===== src/rtl/barrel_pkg.sv =====
package barrel_pkg;
  typedef enum logic {
    DIR_LEFT  = 1'b0,
    DIR_RIGHT = 1'b1
  } shift_dir_e;
endpackage


===== src/rtl/bit_reverse.sv =====
module bit_reverse #(
  parameter int WIDTH = 8
) (
  input  logic [WIDTH-1:0] din,
  output logic [WIDTH-1:0] dout
);
  for (genvar i = 0; i < WIDTH; i++) begin : g_rev
    assign dout[i] = din[WIDTH-1-i];
  end
endmodule


===== src/rtl/shift_stage.sv =====
// One power-of-two stage of the left-shift cascade.
module shift_stage #(
  parameter int WIDTH = 8,
  parameter int DIST  = 1
) (
  input  logic [WIDTH-1:0] din,
  input  logic             en,
  input  logic             fill,
  output logic [WIDTH-1:0] dout
);
  always_comb begin
    if (en) dout = {din[WIDTH-1-DIST:0], {DIST{fill}}};
    else    dout = din;
  end
endmodule


===== src/rtl/bidir_barrel_shifter.sv =====
module bidir_barrel_shifter
  import barrel_pkg::*;
#(
  parameter int WIDTH = 8,
  localparam int SHW  = $clog2(WIDTH)
) (
  input  logic [WIDTH-1:0] data_in,
  input  logic [SHW-1:0]   shift_amt,
  input  logic             dir_right,
  input  logic             arith_mode,
  output logic [WIDTH-1:0] data_out
);
  logic             go_right;
  logic             fill_bit;
  logic [WIDTH-1:0] in_rev;
  logic [WIDTH-1:0] core_out;
  logic [WIDTH-1:0] core_rev;
  logic [WIDTH-1:0] stg [0:SHW];

  assign go_right = (shift_dir_e'(dir_right) == DIR_RIGHT);
  // Sign fill applies only to arithmetic right shifts.
  assign fill_bit = go_right & arith_mode & data_in[WIDTH-1];

  bit_reverse #(.WIDTH(WIDTH)) rev_in_i (.din(data_in), .dout(in_rev));

  // Input-side reversal mux.
  assign stg[0] = go_right ? in_rev : data_in;

  for (genvar k = 0; k < SHW; k++) begin : g_stage
    shift_stage #(.WIDTH(WIDTH), .DIST(1 << k)) stage_i (
      .din  (stg[k]),
      .en   (shift_amt[k]),
      .fill (fill_bit),
      .dout (stg[k+1])
    );
  end

  assign core_out = stg[SHW];

  bit_reverse #(.WIDTH(WIDTH)) rev_out_i (.din(core_out), .dout(core_rev));

  // Output-side reversal mux.
  assign data_out = go_right ? core_rev : core_out;
endmodule


===== config.mk =====
export PLATFORM = sky130hd
export DESIGN_NAME = bidir_barrel_shifter
export DESIGN_NICKNAME = d
export VERILOG_FILES = /design/src/rtl/barrel_pkg.sv /design/src/rtl/bit_reverse.sv /design/src/rtl/shift_stage.sv /design/src/rtl/bidir_barrel_shifter.sv
export SDC_FILE = /design/constraint.sdc
export NUM_CORES = 1
export LEC_CHECK = 0
export BUFFER_PORTS_ARGS = -buffer_cell sky130_fd_sc_hd__buf_4
export CORE_MARGIN = 4
export CORE_UTILIZATION = 35
export DETAILED_ROUTE_END_ITERATION = 8
export GPL_TIMING_DRIVEN = 0
export SLEW_MARGIN = 20
export SYNTH_ARGS = -nofsm -noshare
export SYNTH_HDL_FRONTEND = slang
export SYNTH_SLANG_ARGS = --single-unit
export TNS_END_PERCENT = 20

===== constraint.sdc =====
create_clock -name vclk -period 2.1
set_clock_uncertainty 0.05 [all_clocks]
set_input_delay 0.315 -clock vclk [all_inputs]
set_output_delay 0.315 -clock vclk [all_outputs]
set_load 0.01 [all_outputs]

Word level (Yosys, flattened, before mapping)
Cells that the tools add are included.
- bitwise logic cells: 2
- muxes and demuxes: 5
- operators with widths (cell ; number):
    $mux 8 ; 5
    $and 1x1->1 ; 2
- register bits: 0

Depth between registers and ports, before layout
Gate-level depths: netlist of run 1.
- word-level depth: 6
- mapped depth: 6
- gate-level depth less buffers: 4

By module
Synthesis of run 1 repeated with hierarchy kept, for this count alone.
- cells, all modules: 62
- area total of the unflattened synthesis: 767.0 µm²
- modules (own cells, without submodules) (module ; sequential area each (µm²) ; times used ; cells an instance ; area an instance (µm²)):
    shift_stage ; 0.0 ; 3 ; 9 ; 131.4
    bidir_barrel_shifter ; 0.0 ; 1 ; 19 ; 252.7
    bit_reverse ; 0.0 ; 2 ; 8 ; 60.1

Worst setup path before layout of run 1
OpenSTA, ideal clock, no wires.
- kind: input-to-output
- start: input port dir_right
- end: output port data_out[0]
- stages on the path: 5
- arrival time: 1.458 ns
- path slack: 0.277 ns
- buffers on the path: 1
- path through: buf_4 > mux4_2 > o22ai_1 > a31o_2 > a211oi_1
- longest elaborated chain between the ends: 6
- elaborated cells on any way between the ends: 7
- classes of those cells: 5 x mux; 2 x bitwise
- ends and longest elaborated chain (item ; line ; text):
    from (decl) ; bidir_barrel_shifter.sv:9 ; input logic dir_right,
    $and 1x1->1 (2 in a row) ; bidir_barrel_shifter.sv:22 ; assign fill_bit = go_right & arith_mode & data_in[WIDTH-1];
    $mux 8 (3 in a row) ; shift_stage.sv:12 ; if (en) dout = {din[WIDTH-1-DIST:0], {DIST{fill}}};
    $mux 8 * ; bidir_barrel_shifter.sv:43 ; assign data_out = go_right ? core_rev : core_out;
    to (decl) ; bidir_barrel_shifter.sv:11 ; output logic [WIDTH-1:0] data_out
Every way passes the cells marked *; elsewhere a longest branch is shown, timed or not.

Final worst setup path of run 1
- start: input port shift_amt[2]
- end: output port data_out[1]
- longest elaborated chain between the ends: 2
- ends and longest elaborated chain (item ; line ; text):
    from (decl) ; bidir_barrel_shifter.sv:8 ; input logic [SHW-1:0] shift_amt,
    $mux 8 ; shift_stage.sv:12 ;
    $mux 8 ; bidir_barrel_shifter.sv:43 ;
Every way passes these cells.

==> summary.md, run 1 <==
| Metric | Value |
|---|---|
| Status | `finished, final reports clean` |
| Most frequent cells in the layout | `buf_4, nor2_1, nand2_1, a21oi_1` |
| Max transition margin | `70.5%` |
| Initial DRC count | `33` |
| Largest net degree at the start of global routing | `11` |
| Synthesized-area fraction occupied by adder cells | `0%` |
| Share of cells above drive strength 1 | `33.7%` |
| Row count | `15` |
| Area Growth Syn to Fin | `28.5%` |
| Antenna violations before repair | `0` |
| HP Class | `input port to output port` |
| Synthesized cell area | `628 sq um` |
| Die Wd | `50.4 um` |
| Syn nets | `98` |
| Vias in the first global route | `647` |
| Worst slew pin tran | `0.443 ns` |
| CP startpoint kind | `input port` |
| Synth Area in Simple Gates | `22.7%` |
| Setup TNS | `0 ns` |
| Clock buffers | `0` |
| Synth Area in Compound Gates | `36.9%` |
| Seq/Total Area, Yosys | `0%` |
| Total Routing Usage GR | `15.4%` |
| Worst endpoint required time | `1.74 ns` |
| Final nets | `119` |
| DR vias/cell | `5.92` |
| GPL Wtd Cong | `0.893` |
| Sequential cell count | `0` |
| Hold-fix buffers at CTS | `0` |
| Drt wl/cell | `14.8 um` |
| Critical Path Fanout Max | `10` |
| Routed Wire Length | `1.91 mm` |
| Pre-antenna DRT Iters | `4` |
| Vias | `764` |
| Pwr Total | `0.199 mW` |
| DRC viols | `0` |
| Fin crit share | `94.4%` |
| Yosys cell types | `35` |
| Pwr dens | `247 nW/um^2` |
| N_diodes | `0` |
| Multi-input gate area | `573 sq um` |
| Final hold violations | `0` |
| Starting Density | `36.8%` |
| Warnings, synthesis | `0` |
| Crit-path slowest cell | `clkbuf_1` |
| Worst Setup SP | `shift_amt[2]` |
| CP cell instances | `buf_4 > clkbuf_1 > inv_1 > mux2_4 > a211oi_1 > buf_4` |
| Tmin final | `1.98 ns` |
| Leak | `0.355 nW` |
| CP endpoint | `data_out[1]` |
| Top Ports | `21` |
| Mapped Cells | `85` |
| Post-synthesis mux area share | `29.1%` |
| Largest family of logic cells by synthesized area | `compound AO/OA/AOI/OAI gates` |
| RSZ-0062 raised after global routing | `no` |
| Peak Freq | `505 MHz` |
| Die Span Y | `50.4 um` |
| Most common cell after layout, fill and taps aside | `buf_4` |
| Syn Area/Cell | `7.39 sq um` |
| Antenna-violating nets left | `0` |
| Total grt overflow | `0` |
| Peak supply drop | `0.0964 mV` |
| Die area | `2540 sq um` |
| Seq. cell area | `0 sq um` |
| WS Path Type | `input port to output port` |
| Crit. End Element | `output port` |
| Setup Viol. Count Final | `0` |
| Critical Path Most Common Cell | `buf_4` |
| Port-buffer cells | `20` |
| Worst Path Arrival | `1.62 ns` |
| Placeable Area | `1710 sq um` |
| Slowest stage delay, CP | `0.35 ns` |
| Max-capacitance violation count | `0` |
| Slew Limit Fails | `0` |
| Post-DP HPWL | `1.45 mm` |
| First-pass GRT wire length | `3.17 mm` |
| Fillcell total | `172` |
| Post-Synth XOR/XNOR Area | `2.59%` |
==> cell usage after synthesis, drive strengths merged <==
master	instances	area [sq um]
a211oi	3	22.5
a21boi	1	7.51
a21o	3	22.5
a21oi	6	30.0
a221oi	1	15.0
a311oi	1	8.76
a31o	1	8.76
a31oi	3	18.8
and2	2	12.5
and3	2	12.5
buf	4	28.8
clkbuf	4	15.0
inv	3	11.3
mux2	2	26.3
mux2i	4	40.0
mux4	5	116
nand2	8	30.0
nand2b	3	18.8
nand3	1	5.00
nor2	8	30.0
nor2b	2	12.5
nor3b	1	7.51
o2111ai	1	8.76
o211ai	1	7.51
o21ai	4	20.0
o22a	3	26.3
o22ai	2	12.5
o31ai	3	22.5
or2	1	6.26
or2b	1	7.51
xor2	1	16.3
==> stage by stage <==
step	instance area [sq um]	hold slack (ns)	utilization, %	cells	setup WS (ns)
after floorplan	628	0.741	-	85	0.277
after CTS	810	1.02	47.4	130	0.0619
after detailed placement	810	1.01	47.4	130	0.0603
final	807	1.02	47.3	129	0.118
after global routing	807	1.04	47.3	129	0.0130
after global placement	810	1.00	47.4	130	0.0396
==> how the worst min path moves through the flow <==
stage                from          end  slack (ns)  cells after the start
2_1_floorplan  data_in[7]  data_out[7]        0.74                      2
3_3_place_gp   data_in[7]  data_out[7]        1.00                      4
3_5_place_dp   data_in[7]  data_out[7]        1.01                      4
4_1_cts        data_in[7]  data_out[7]        1.02                      4
5_1_grt        data_in[0]  data_out[0]        1.04                      4
6_report       data_in[0]  data_out[0]        1.02                      4
==> report_power, final <==
| group | total (mW) | internal (mW) | switching (mW) |
|---|---|---|---|
| sequential | 0 | 0 | 0 |
| combinational | 0.199 | 0.0997 | 0.0993 |
| clock | 0 | 0 | 0 |
==> per-layer routing <==
| metal | part of all wire (%) | global-route usage (%) | up-vias |
|---|---|---|---|
| met5 | 0 | 0 | - |
| met1 | 44 | 23.8 | 354 |
| met2 | 49 | 25.2 | 42 |
| li1 | - | - | 368 |
| met3 | 7.6 | 0.297 | 0 |
| met4 | 0 | 0 | 0 |
==> cell families (layout without fill, tap and decap cells) <==
group                  after synthesis  count (layout)
XOR/XNOR                             1               1
multiplexers                        11              11
buffers and inverters               11              30
AO/OA/AOI/OAI                       33              33
AND/OR/NAND/NOR                     29              29
==> layout make-up <==
type / count / share of cell area, %
tap: 25 / 3.88
inverter: 3 / 1.40
buffer: 7 / 5.12
timing repair buffer: 20 / 18.6
multi-input combinational: 74 / 71.0
==> critical path, delay by kind of cell <==
family,cells,cell delay (ns)
AOI/OAI and AO/OA,1,0.22
muxes,1,0.33
buffers and inverters,4,0.74
==> repair_timing <==
item | CTS | global route
buffers inserted | 0 | 0
endpoints found under the setup margin | 0 | 2
resized for setup | 0 | 2
Power figures use the tool's default switching activity.
==> run 2: changes to the inputs <==
==> constraint.sdc (replaced) <==
create_clock -name vclk -period 1.77
set_clock_uncertainty 0.05 [all_clocks]
set_input_delay 0.2655 -clock vclk [all_inputs]
set_output_delay 0.2655 -clock vclk [all_outputs]
set_load 0.01 [all_outputs]
==> run 2 against run 1 <==
The flow now finishes with violations (negative setup slack). Via count fell by 0.65%. Die area did not move. Non-clock buffer count rose by 1. Worst hold slack got worse by 0.10 ns.
==> summary.md, run 2 (synthesis gave the netlist of run 1 again) <==
| Metric | Value |
|---|---|
| Setup Viol. Count Final | `2` |
| Leak | `0.400 nW` |
| Max-capacitance violation count | `0` |
| HP Class | `input port to output port` |
| Area Growth Syn to Fin | `45.6%` |
| CP startpoint kind | `input port` |
| Critical Path Fanout Max | `10` |
| Port-buffer cells | `20` |
| Total grt overflow | `0` |
| Tmin final | `1.78 ns` |
| Setup TNS | `-0.0178 ns` |
| Hold Startpoint | `data_in[7]` |
| Placeable Area | `1710 sq um` |
| Crit. End Element | `output port` |
| DR vias/cell | `5.84` |
| Peak Freq | `561 MHz` |
| WS Path Type | `input port to output port` |
| Dpl cells | `130` |
| Starting Density | `36.8%` |
| Slew Limit Fails | `0` |
| Antenna-violating nets left | `0` |
| Hold WS | `0.920 ns` |
| Most frequent cells in the layout | `buf_4, nand2_1, nor2_1, a21oi_1, mux4_2` |
| Pwr Total | `0.270 mW` |
| Die area | `2540 sq um` |
| Total Routing Usage GR | `16.5%` |
| Setup WS post-layout | `-0.0126 ns` |
| Vias | `759` |
| Post-DP HPWL | `1.45 mm` |
| Worst Hold Path Cells | `4` |
| Pwr dens | `295 nW/um^2` |
| Routed Wire Length | `2.05 mm` |
| Final hold violations | `0` |
| Failing checks | `negative setup slack` |
| Vias in the first global route | `681` |
| N_diodes | `0` |
| Top Ports | `21` |
| Fin crit share | `101%` |
| Row count | `15` |
| Antenna violations before repair | `0` |
| Max transition margin | `74.0%` |
| Peak supply drop | `0.143 mV` |
| Cell Area, Placed | `810 sq um` |
| Status | `complete, but fails checks` |
| Clock buffers | `0` |
| Hold-fix buffers at CTS | `0` |
| Pre-antenna DRT Iters | `4` |
| Die Span Y | `50.4 um` |
| Fillcell total | `164` |
| DRC viols | `0` |
| Sequential cell count | `0` |
| Die Wd | `50.4 um` |
| Worst slew pin tran | `0.379 ns` |
| Seq. cell area | `0 sq um` |
| Most common cell after layout, fill and taps aside | `buf_4` |
| Finished Cell Area | `915 sq um` |
| RSZ-0062 raised after global routing | `yes` |
| GPL Wtd Cong | `0.893` |
| Endpoint, Worst Hold | `data_out[7]` |
| Share of cells above drive strength 1 | `44.8%` |
| Initial DRC count | `33` |
| Finished Layout Cells | `130` |
| First-pass GRT wire length | `3.37 mm` |
| Drt wl/cell | `15.8 um` |
| Worst endpoint required time | `1.45 ns` |
| Worst Path Arrival | `1.47 ns` |
| Final nets | `120` |
| Largest net degree at the start of global routing | `11` |
-- run 2: cell count changes in the layout (fill, tap and decap cells not counted), moves of 2 or more --
cell	delta
buf_12	+2
clkbuf_1	-2
nand2b_1	-2
nand2b_4	+2
nor2_1	-2
nor2_2	+2
-- run 2: metrics by stage --
stage / worst slack (ns) / util [%]
2_1_floorplan: 0.0462 / -
3_3_place_gp: -0.191 / 47.4
3_5_place_dp: -0.171 / 47.4
4_1_cts: 0.00187 / 51.6
5_1_grt: -0.0832 / 53.6
6_report: -0.0126 / 53.6
-- run 2: layer usage --
| metal | routed length, um | global-route usage (%) | up-vias |
|---|---|---|---|
| li1 | - | - | 365 |
| met1 | 902 | 24.7 | 363 |
| met2 | 1040 | 27.8 | 31 |
| met3 | 107 | 0.297 | 0 |
| met4 | 0 | 0.448 | 0 |
| met5 | 0 | 0 | - |
-- run 2: worst max-delay path: stages --
cell,delay (ns)
buf_12,0.11
mux4_2,0.52
o22a_1,0.24
nor2_1,0.13
a211oi_2,0.05
buf_4,0.14
-- run 2: worst max-delay path by stage --
stage                 startpoint          end  slack (ns)  cells after the start
detailed placement  shift_amt[1]  data_out[0]       -0.17                      7
global placement       dir_right  data_out[3]       -0.19                      7
CTS                    dir_right  data_out[6]       0.002                      6
floorplan              dir_right  data_out[0]        0.05                      5
finish                 dir_right  data_out[1]       -0.01                      6
global route        shift_amt[0]  data_out[4]       -0.08                      8
-- run 2: cell type report --
type	count	area, sq um	share of cell area, %
well taps	25	31.3	3.42
inverters	3	11.3	1.23
plain buffers	7	65.1	7.11
multi-input cells	74	617	67.4
repair buffers	21	190	20.8
-- run 2: power breakdown --
group	leakage, nW	internal, mW	switching, mW	total [mW]
Combinational	0.400	0.141	0.129	0.270
Clock	0	0	0	0
Sequential	0	0	0	0
Total	0.400	0.141	0.129	0.270
-- run 2: repair_timing --
action / CTS / global route
gates cloned: 1 / 0
resized for setup: 14 / 11
setup buffers: 0 / 0
setup endpoints to repair: 8 / 8
pin swaps: 3 / 1
